### src/rtl/iqc_pkg.sv
package iqc_pkg;

   typedef enum logic [1:0] {
      IQC_PASS     = 2'd0,
      IQC_REAL1X   = 2'd1,
      IQC_REAL2X   = 2'd2,
      IQC_PASS_ALT = 2'd3
   } iqc_mode_e;

   // Number of rotation phases in the 1, j, -1, -j sequence
   localparam int unsigned IQC_PHASES  = 4;
   localparam int unsigned IQC_PHASE_W = $clog2(IQC_PHASES);

   // Earlier samples needed before the interpolator window is full
   localparam int unsigned IQC_HB_HIST = 3;

endpackage

### src/rtl/iqc_seq_ctrl.sv
module iqc_seq_ctrl
   import iqc_pkg::*;
#(
   parameter int unsigned FILL_MAX = IQC_HB_HIST
) (
   input  logic                   clk,
   input  logic                   rst_n,
   input  logic [1:0]             mode,
   output logic                   restart,
   output logic [IQC_PHASE_W-1:0] phase,
   output logic                   filled
);

   localparam int unsigned FILL_W = $clog2(FILL_MAX + 1);
   localparam logic [FILL_W-1:0] FILL_TOP = FILL_W'(FILL_MAX);

   if (FILL_MAX < 1) begin : g_bad_fill
      $error("iqc_seq_ctrl: FILL_MAX must be at least 1");
   end

   logic [1:0]             mode_q;
   logic [IQC_PHASE_W-1:0] phase_q;
   logic [FILL_W-1:0]      fill_q;
   logic [FILL_W-1:0]      fill_eff;

   // A new mode code opens a new segment on this very sample
   assign restart  = (mode != mode_q);
   assign phase    = restart ? '0 : phase_q;
   assign fill_eff = restart ? '0 : fill_q;
   assign filled   = (fill_eff >= FILL_TOP);

   always_ff @(posedge clk) begin
      if (!rst_n) begin
         mode_q  <= IQC_PASS;
         phase_q <= '0;
         fill_q  <= '0;
      end else begin
         mode_q  <= mode;
         phase_q <= phase + 1'b1;
         fill_q  <= (fill_eff == FILL_TOP) ? fill_eff : fill_eff + 1'b1;
      end
   end

endmodule

### src/rtl/iqc_hb_lane.sv
module iqc_hb_lane
   import iqc_pkg::*;
#(
   parameter int unsigned DATA_W = 16,
   parameter bit          INTERP = 1'b1
) (
   input  logic                     clk,
   input  logic                     rst_n,
   input  logic                     restart,
   input  logic signed [DATA_W-1:0] din,
   output logic signed [DATA_W-1:0] dout
);

   // The centre-tap lane only needs two earlier samples
   localparam int unsigned DEPTH = INTERP ? IQC_HB_HIST : IQC_HB_HIST - 1;
   localparam int unsigned ACC_W = DATA_W + 6;
   localparam int unsigned SHIFT = 4;

   logic signed [DATA_W-1:0] win   [DEPTH+1];
   logic signed [DATA_W-1:0] dly_q [DEPTH];

   assign win[0] = din;

   for (genvar t = 1; t <= DEPTH; t++) begin : g_win
      assign win[t] = restart ? '0 : dly_q[t-1];
   end

   always_ff @(posedge clk) begin
      if (!rst_n) begin
         for (int t = 0; t < DEPTH; t++) dly_q[t] <= '0;
      end else begin
         for (int t = 0; t < DEPTH; t++) dly_q[t] <= win[t];
      end
   end

   if (INTERP) begin : g_interp
      localparam logic signed [ACC_W-1:0] RND = ACC_W'(1 << (SHIFT - 1));
      localparam logic signed [ACC_W-1:0] HI  = ACC_W'((2 ** (DATA_W - 1)) - 1);
      localparam logic signed [ACC_W-1:0] LO  = -HI - 1;

      function automatic logic signed [ACC_W-1:0] sx(input logic signed [DATA_W-1:0] x);
         return {{(ACC_W - DATA_W){x[DATA_W-1]}}, x};
      endfunction

      logic signed [ACC_W-1:0] inner;
      logic signed [ACC_W-1:0] acc;
      logic signed [ACC_W-1:0] scaled;

      // Taps -1, 9, 9, -1 over sixteen; times nine done as shift plus add
      assign inner  = sx(win[1]) + sx(win[2]);
      assign acc    = (inner <<< 3) + inner - sx(win[0]) - sx(win[3]) + RND;
      assign scaled = acc >>> SHIFT;

      always_comb begin
         if (scaled > HI)      dout = HI[DATA_W-1:0];
         else if (scaled < LO) dout = LO[DATA_W-1:0];
         else                  dout = scaled[DATA_W-1:0];
      end
   end else begin : g_centre
      assign dout = win[2];
   end

endmodule

### src/rtl/iqc_quarter_rot.sv
module iqc_quarter_rot
   import iqc_pkg::*;
#(
   parameter int unsigned DATA_W = 16
) (
   input  logic [1:0]               mode,
   input  logic [IQC_PHASE_W-1:0]   phase,
   input  logic                     filled,
   input  logic signed [DATA_W-1:0] in_i,
   input  logic signed [DATA_W-1:0] in_q,
   input  logic signed [DATA_W-1:0] hb_centre,
   input  logic signed [DATA_W-1:0] hb_mid,
   output logic signed [DATA_W-1:0] nxt_i,
   output logic signed [DATA_W-1:0] nxt_q,
   output logic                     nxt_valid
);

   localparam logic signed [DATA_W-1:0] MINV = {1'b1, {(DATA_W-1){1'b0}}};
   localparam logic signed [DATA_W-1:0] MAXV = {1'b0, {(DATA_W-1){1'b1}}};

   function automatic logic signed [DATA_W-1:0] neg_sat(input logic signed [DATA_W-1:0] x);
      if (x == MINV) return MAXV;
      return -x;
   endfunction

   iqc_mode_e mode_e;
   logic      pair_odd;

   assign mode_e   = iqc_mode_e'(mode);
   // Pair index is sample index minus three, so odd pairs sit on even samples
   assign pair_odd = ~phase[0];

   always_comb begin
      nxt_i     = '0;
      nxt_q     = '0;
      nxt_valid = 1'b0;
      unique case (mode_e)
         IQC_REAL1X: begin
            nxt_valid = 1'b1;
            unique case (phase)
               2'd0:    nxt_i = in_i;
               2'd1:    nxt_i = neg_sat(in_q);
               2'd2:    nxt_i = neg_sat(in_i);
               default: nxt_i = in_q;
            endcase
         end
         IQC_REAL2X: begin
            if (filled) begin
               nxt_valid = 1'b1;
               nxt_i     = pair_odd ? neg_sat(hb_centre) : hb_centre;
               nxt_q     = pair_odd ? hb_mid : neg_sat(hb_mid);
            end
         end
         default: begin
            nxt_valid = 1'b1;
            nxt_i     = in_i;
            nxt_q     = in_q;
         end
      endcase
   end

endmodule

### src/rtl/iqc_real_upconv.sv
module iqc_real_upconv
   import iqc_pkg::*;
#(
   parameter int unsigned DATA_W = 16
) (
   input  logic                     clk,
   input  logic                     rst_n,
   input  logic [1:0]               mode,
   input  logic signed [DATA_W-1:0] in_i,
   input  logic signed [DATA_W-1:0] in_q,
   output logic signed [DATA_W-1:0] out_i,
   output logic signed [DATA_W-1:0] out_q,
   output logic                     out_valid
);

   localparam int unsigned LANES = 2;

   if (DATA_W < 4 || DATA_W > 26) begin : g_bad_width
      $error("iqc_real_upconv: DATA_W must lie between 4 and 26");
   end

   logic                     restart;
   logic [IQC_PHASE_W-1:0]   phase;
   logic                     filled;
   logic signed [DATA_W-1:0] lane_in  [LANES];
   logic signed [DATA_W-1:0] lane_out [LANES];
   logic signed [DATA_W-1:0] nxt_i;
   logic signed [DATA_W-1:0] nxt_q;
   logic                     nxt_valid;

   iqc_seq_ctrl #(
      .FILL_MAX (IQC_HB_HIST)
   ) u_ctrl (
      .clk     (clk),
      .rst_n   (rst_n),
      .mode    (mode),
      .restart (restart),
      .phase   (phase),
      .filled  (filled)
   );

   assign lane_in[0] = in_i;
   assign lane_in[1] = in_q;

   // Lane 0 keeps the centre tap, lane 1 forms the half-way sample
   for (genvar l = 0; l < LANES; l++) begin : g_lane
      iqc_hb_lane #(
         .DATA_W (DATA_W),
         .INTERP (l == 1)
      ) u_hb (
         .clk     (clk),
         .rst_n   (rst_n),
         .restart (restart),
         .din     (lane_in[l]),
         .dout    (lane_out[l])
      );
   end

   iqc_quarter_rot #(
      .DATA_W (DATA_W)
   ) u_rot (
      .mode      (mode),
      .phase     (phase),
      .filled    (filled),
      .in_i      (in_i),
      .in_q      (in_q),
      .hb_centre (lane_out[0]),
      .hb_mid    (lane_out[1]),
      .nxt_i     (nxt_i),
      .nxt_q     (nxt_q),
      .nxt_valid (nxt_valid)
   );

   always_ff @(posedge clk) begin
      if (!rst_n) begin
         out_i     <= '0;
         out_q     <= '0;
         out_valid <= 1'b0;
      end else begin
         out_i     <= nxt_i;
         out_q     <= nxt_q;
         out_valid <= nxt_valid;
      end
   end

endmodule

### config.mk
export PLATFORM = sky130hd
export DESIGN_NAME = iqc_real_upconv
export DESIGN_NICKNAME = d
export VERILOG_FILES = /design/src/rtl/iqc_pkg.sv /design/src/rtl/iqc_seq_ctrl.sv /design/src/rtl/iqc_hb_lane.sv /design/src/rtl/iqc_quarter_rot.sv /design/src/rtl/iqc_real_upconv.sv
export SDC_FILE = /design/constraint.sdc
export NUM_CORES = 1
export LEC_CHECK = 0
export ABC_AREA = 1
export BUFFER_PORTS_ARGS = -buffer_cell sky130_fd_sc_hd__buf_2
export CORE_MARGIN = 4
export CORE_UTILIZATION = 39
export CTS_BUF_LIST = sky130_fd_sc_hd__clkbuf_8
export CTS_CLUSTER_SIZE = 24
export DETAILED_ROUTE_END_ITERATION = 16
export GPL_TIMING_DRIVEN = 0
export SLEW_MARGIN = 20
export SYNTH_ARGS = -nofsm -noshare
export SYNTH_HDL_FRONTEND = slang
export SYNTH_SLANG_ARGS = --single-unit
### constraint.sdc
create_clock -name clk -period 7.7 [get_ports clk]
set_clock_uncertainty 0.05 [all_clocks]
set_input_delay 0 -clock clk [delete_from_list [all_inputs] [get_ports clk]]
set_output_delay 0 -clock clk [all_outputs]
set_load 0.02 [all_outputs]
# Word-level counts from Yosys, hierarchy flattened
# Memory sizes are Yosys's and may differ from the RTL's.
# Index checks and enable logic that the tools add are counted.
# word_totals
regBits	39
ram_bits	80
inputBits	36
output_inout_bits	33
elab_cells	84
memories	2
# memory_table
name	words	width	read_ports	rd_clocked_by_memory_dff	wr	line	text
g_lane[1].u_hb.dly_q	3	16	3	0	3	iqc_hb_lane.sv:20	logic signed [DATA_W-1:0] dly_q [DEPTH];
g_lane[0].u_hb.dly_q	2	16	2	0	2	iqc_hb_lane.sv:20	
# op_classes
n_addsub	11
order_cmp	3
n_eq_ne	10
muxes	46
bitwise	5
n_reduce_logical	1
# ops
operator	n
$mux 16	24
$eq 16x16->1 const B	4
$neg 16->16	4
$pmux 16 s2	2
$pmux 16 s3	1
$sub 22x16->22	2
$add 22x22->22	1
$add 22x5->22 const B	1
$gt 18x16->1 const B	1
$lt 18x16->1 const B	1
$add 16x16->17	1
$mux 1	16
$eq 2x2->1 const B	3
$mux 2	3
$or 1x1->1	5
$add 2x1->2 const B	2
$eq 2x1->1 const B	2
$ge 2x2->1 const B	1
$logic_not 2->1	1
$ne 2x2->1	1

# Logic depth before layout (Yosys ltp)
# depth
word_depth	18
ltp_mapped	54

# By module
# From an unflattened synthesis, not the netlist that was laid out.
# hier_totals
cells_unflattened	1555
hier_area_um2	10136.0
# modules_own_cells
module	instances	cells_per_inst	area_each_um2	seq_area_each_um2
iqc_hb_lane (g_lane[1].u_hb)	1	741	5031.1	960.9
iqc_quarter_rot	1	544	2762.6	0.0
iqc_hb_lane (g_lane[0].u_hb)	1	135	1091.0	640.6
iqc_real_upconv	1	103	982.2	660.6
iqc_seq_ctrl	1	32	269.0	120.1

# Least setup slack after synthesis
# Ideal clock, no wire load.
# synth_path
path_kind	reg-to-reg
startpoint	reg u_ctrl.mode_q[0]
endpoint	reg out_q[2]
arrival_time_ns	7.120
t_required_ns	7.581
setup_slack_ns	0.461
path_stages_with_launch	47
synth_period_minus_slack_ns	7.239
cell_sequence	dfxtp_1 > xnor2_1 > nand2_1 > buf_2 > buf_1 > buf_1 > nor2_1 > ha_1 > inv_1 > fa_1 > o21ai_0 > a21o_1 > a21oi_1 > o21bai_1 > a21oi_1 > o21ai_0 > xor2_1 > inv_1 > [... 11 more ...] > nand2_1 > o21ai_4 > buf_6 > buf_6 > nand2_1 > inv_1 > ha_1 > inv_1 > a21oi_1 > nand2_1 > nor2_2 > nand3_2 > inv_2 > nand2_4 > buf_6 > nand2_2 > nand2_1 > o21ai_1
# synth_rtl
element	line	text
start: declaration	iqc_seq_ctrl.sv:21	logic [1:0] mode_q;
start signal: assignment	iqc_seq_ctrl.sv:38	mode_q <= mode;
end signal: assignment	iqc_real_upconv.sv:81	out_q <= nxt_q;
end: declaration	iqc_real_upconv.sv:12	output logic signed [DATA_W-1:0] out_q,

==> results.cfg <==
[synth]
ys_seq_elements = 119
synthDistinctLibCells = 45
synth_compound_area_share_pct = 11.4
synthesis.area_mm2 = 0.00932
synth_common_cells = nand2_1 (298), inv_1 (264), nor2_1 (156)
synth_top_family_by_area = simple AND/OR/NAND/NOR gates
synth_edf_count = 0
yosys.area_share.simple_pct = 27.3
synthTopCellsByArea = dfxtp_1 (26%), nand2_1 (12%), inv_1 (11%)
synthArstFlopShare_pct = 0
yosysTopAreaCell = dfxtp_1
yosysWarnings = 0
syn_area_per_cell_um2 = 6.75
synthMuxAreaShare_pct = 0
seq_area_frac_synth_pct = 25.6
yosysMostFrequentCell = nand2_1
synthXorXnorAreaFrac_pct = 6.02
synth_fa_ha_area_share_pct = 16.8
syn_inst = 1380
ys.flop_type = dfxtp_1
yosys.area.top_type_share_pct = 25.6
synth_fp_nets = 1521

[route]
ant_nets = 0
drtIter0Drc = 660
via_per_inst = 4.90
wl_per_cell_um = 15.0
wirelength_um = 27700
first_pass_iters = 5
drc = 0
num_vias = 9082

[placed_design]
portBuffers = 68
place_congestion = 0.958
post-dp-hpwl_um = 22400

[die]
die_x_um = 163
core.rowCount = 56
die_h_um = 163
initial_core_util_pct = 39.7
dieArea_mm2 = 0.0264
coreArea_mm2 = 0.0235
ios = 69

[layout]
final_layout_size_suffix_gt1_share_pct = 12.8
num_antenna_cells = 0
nNetsFinal = 1661
syn2layout_area_growth_pct = 19.2
postLayoutCoreUtil_pct = 47.3

[setup_path]
worstReg2RegStart = u_ctrl.mode_q[0]
critPathLaunchType = flop
path_max_fanout = 14
criticalPathCategory = reg -> reg
cpMostUsedCell = nand2_1
crit-reg2reg-capture = out_q[6]
crit_path_start = u_ctrl.mode_q[0]
cp-endpoint = out_q[6]
r2r_slack_ps = 330
cp-end-kind = flop
worstRegToRegCells = 48
slowest_stage = fa_1
worstPathRequired_ps = 8030
cpPeakStageDelay_ps = 500
worstPathArrival_ps = 7700

[clocking]
clock_path_buffers = 2
clkSlewWorstSetupHoldPaths_ps = 80
cts_inserted_buffers = 17
cts_sinks = 119
cts-root-buf = clkbuf_8
htreeDepth = 4
cts_tree = built
clk_latency_ps = 460

[grt]
grt_max_degree = 20
grtUsageTotal_pct = 20.7
grt_remaining_overflow = 0
grt_pass1_vias = 7950
grt_pass1_wl_um = 42600
antenna_found_initial = 0

[power]
leakagePower_nw = 5.77
p_total_mw = 2.35
power_density_mw_per_mm2 = 211
peakVddDrop_mv = 0.124

[worst_hold_path]
hp-class = in -> reg
min_path_cells = 4

[sta]
min_period_over_period_pct = 95.7
tightest_slew_ps = 741
setup_tns_ps = 0
min_period_ps = 7370
fmax_mhz = 136
setup_viol = 0
max_slew_margin_pct = 50.6
finalHoldViolations = 0
final-max-slew-violation-count = 0

[outcome]
status = finished, final reports clean

[job]
max_cap_viol_count = 0
[registers in the layout, summed over array words and instances, names as in the netlist]
name,cells
out_valid,1
u_ctrl.mode_q,2
out_q,16
u_ctrl.phase_q,2
out_i,16
g_lane.u_hb.dly_q,80
u_ctrl.fill_q,2
[layer usage]
metal / vias up / track usage, % / routed length, um
li1: 4587 / - / -
met1: 4206 / 31.3 / 13700
met2: 246 / 30.7 / 11900
met3: 43 / 2.89 / 1490
met4: 0 / 6.14 / 646
met5: - / 0 / 0
[power breakdown]
part | switching (mW) | internal [mW] | total (mW) | leakage, nW
clock network | 0.284 | 0.288 | 0.571 | 0.189
logic | 0.727 | 0.399 | 1.13 | 4.60
registers | 0.00664 | 0.641 | 0.647 | 0.976
[timing repair]
action                     in CTS  in global routing
resized for setup              15                 27
pin swaps                       8                 14
hold buffers                   35                  0
buffers inserted                6                 13
setup endpoints to repair      16                 16
gates cloned                    0                  0
hold endpoints to repair       67                  0
[cell usage in the layout, fill, tap and decap left out, types with 19 or more instances in the layout]
master,count
dlygate4sd3_1,35
nand3_1,55
a21oi_1,74
clkbuf_1,24
xor2_1,45
nor2_1,155
o21ai_0,54
dfxtp_1,119
ha_1,70
fa_1,32
inv_1,264
buf_4,19
buf_2,71
nand2_1,292
[area by class of cell]
cell class | count | area, um^2
well taps | 319 | 399
plain buffers | 39 | 221
repair buffers | 122 | 833
inverters | 271 | 1020
fillers | 2449 | 12400
clock inverters | 15 | 154
clock buffers | 17 | 234
flip-flops and latches | 119 | 2380
multi-input cells | 950 | 5860
[worst max-delay path, delay by kind of cell, from the launching register on]
| kind | cells | cell delay, ps |
|---|---|---|
| AO/OA/AOI/OAI | 10 | 1340 |
| XOR/XNOR | 2 | 350 |
| adder cells (fa/ha/maj) | 7 | 2330 |
| buffers and inverters | 11 | 1120 |
| flip-flops | 1 | 310 |
| AND/OR/NAND/NOR | 18 | 1730 |
[how the worst min path moves through the flow]
stage                                             end  startpoint
final                                u_ctrl.mode_q[0]     mode[0]
after global routing      g_lane[0].u_hb.dly_q[0][14]    in_i[14]
after floorplan            g_lane[0].u_hb.dly_q[0][0]     in_i[0]
after global placement     g_lane[0].u_hb.dly_q[0][8]     in_i[8]
after detailed placement   g_lane[0].u_hb.dly_q[0][8]     in_i[8]
after CTS                            u_ctrl.mode_q[1]     mode[1]
[through the flow]
stage / instances / area (um^2) / worst slack [ps] / hold WS, ps
6_report: 1852 / 11100 / 329 / 293
5_1_grt: 1852 / 11100 / -47.6 / 304
4_1_cts: 1839 / 10900 / 27.4 / 266
3_5_place_dp: 1767 / 10100 / -1120 / 193
3_3_place_gp: 1767 / 10100 / -1040 / 197
2_1_floorplan: 1380 / 9320 / 461 / 43.5
[logic make-up (layout without fill, tap and decap cells)]
group           count (synthesis)  in the layout
compound gates                190            190
xor+xnor                       64             64
simple gates                  591            591
fa+ha+maj                     105            105
buf+inv                       311            464
flops                         119            119
(Power assumes the default switching activity.)
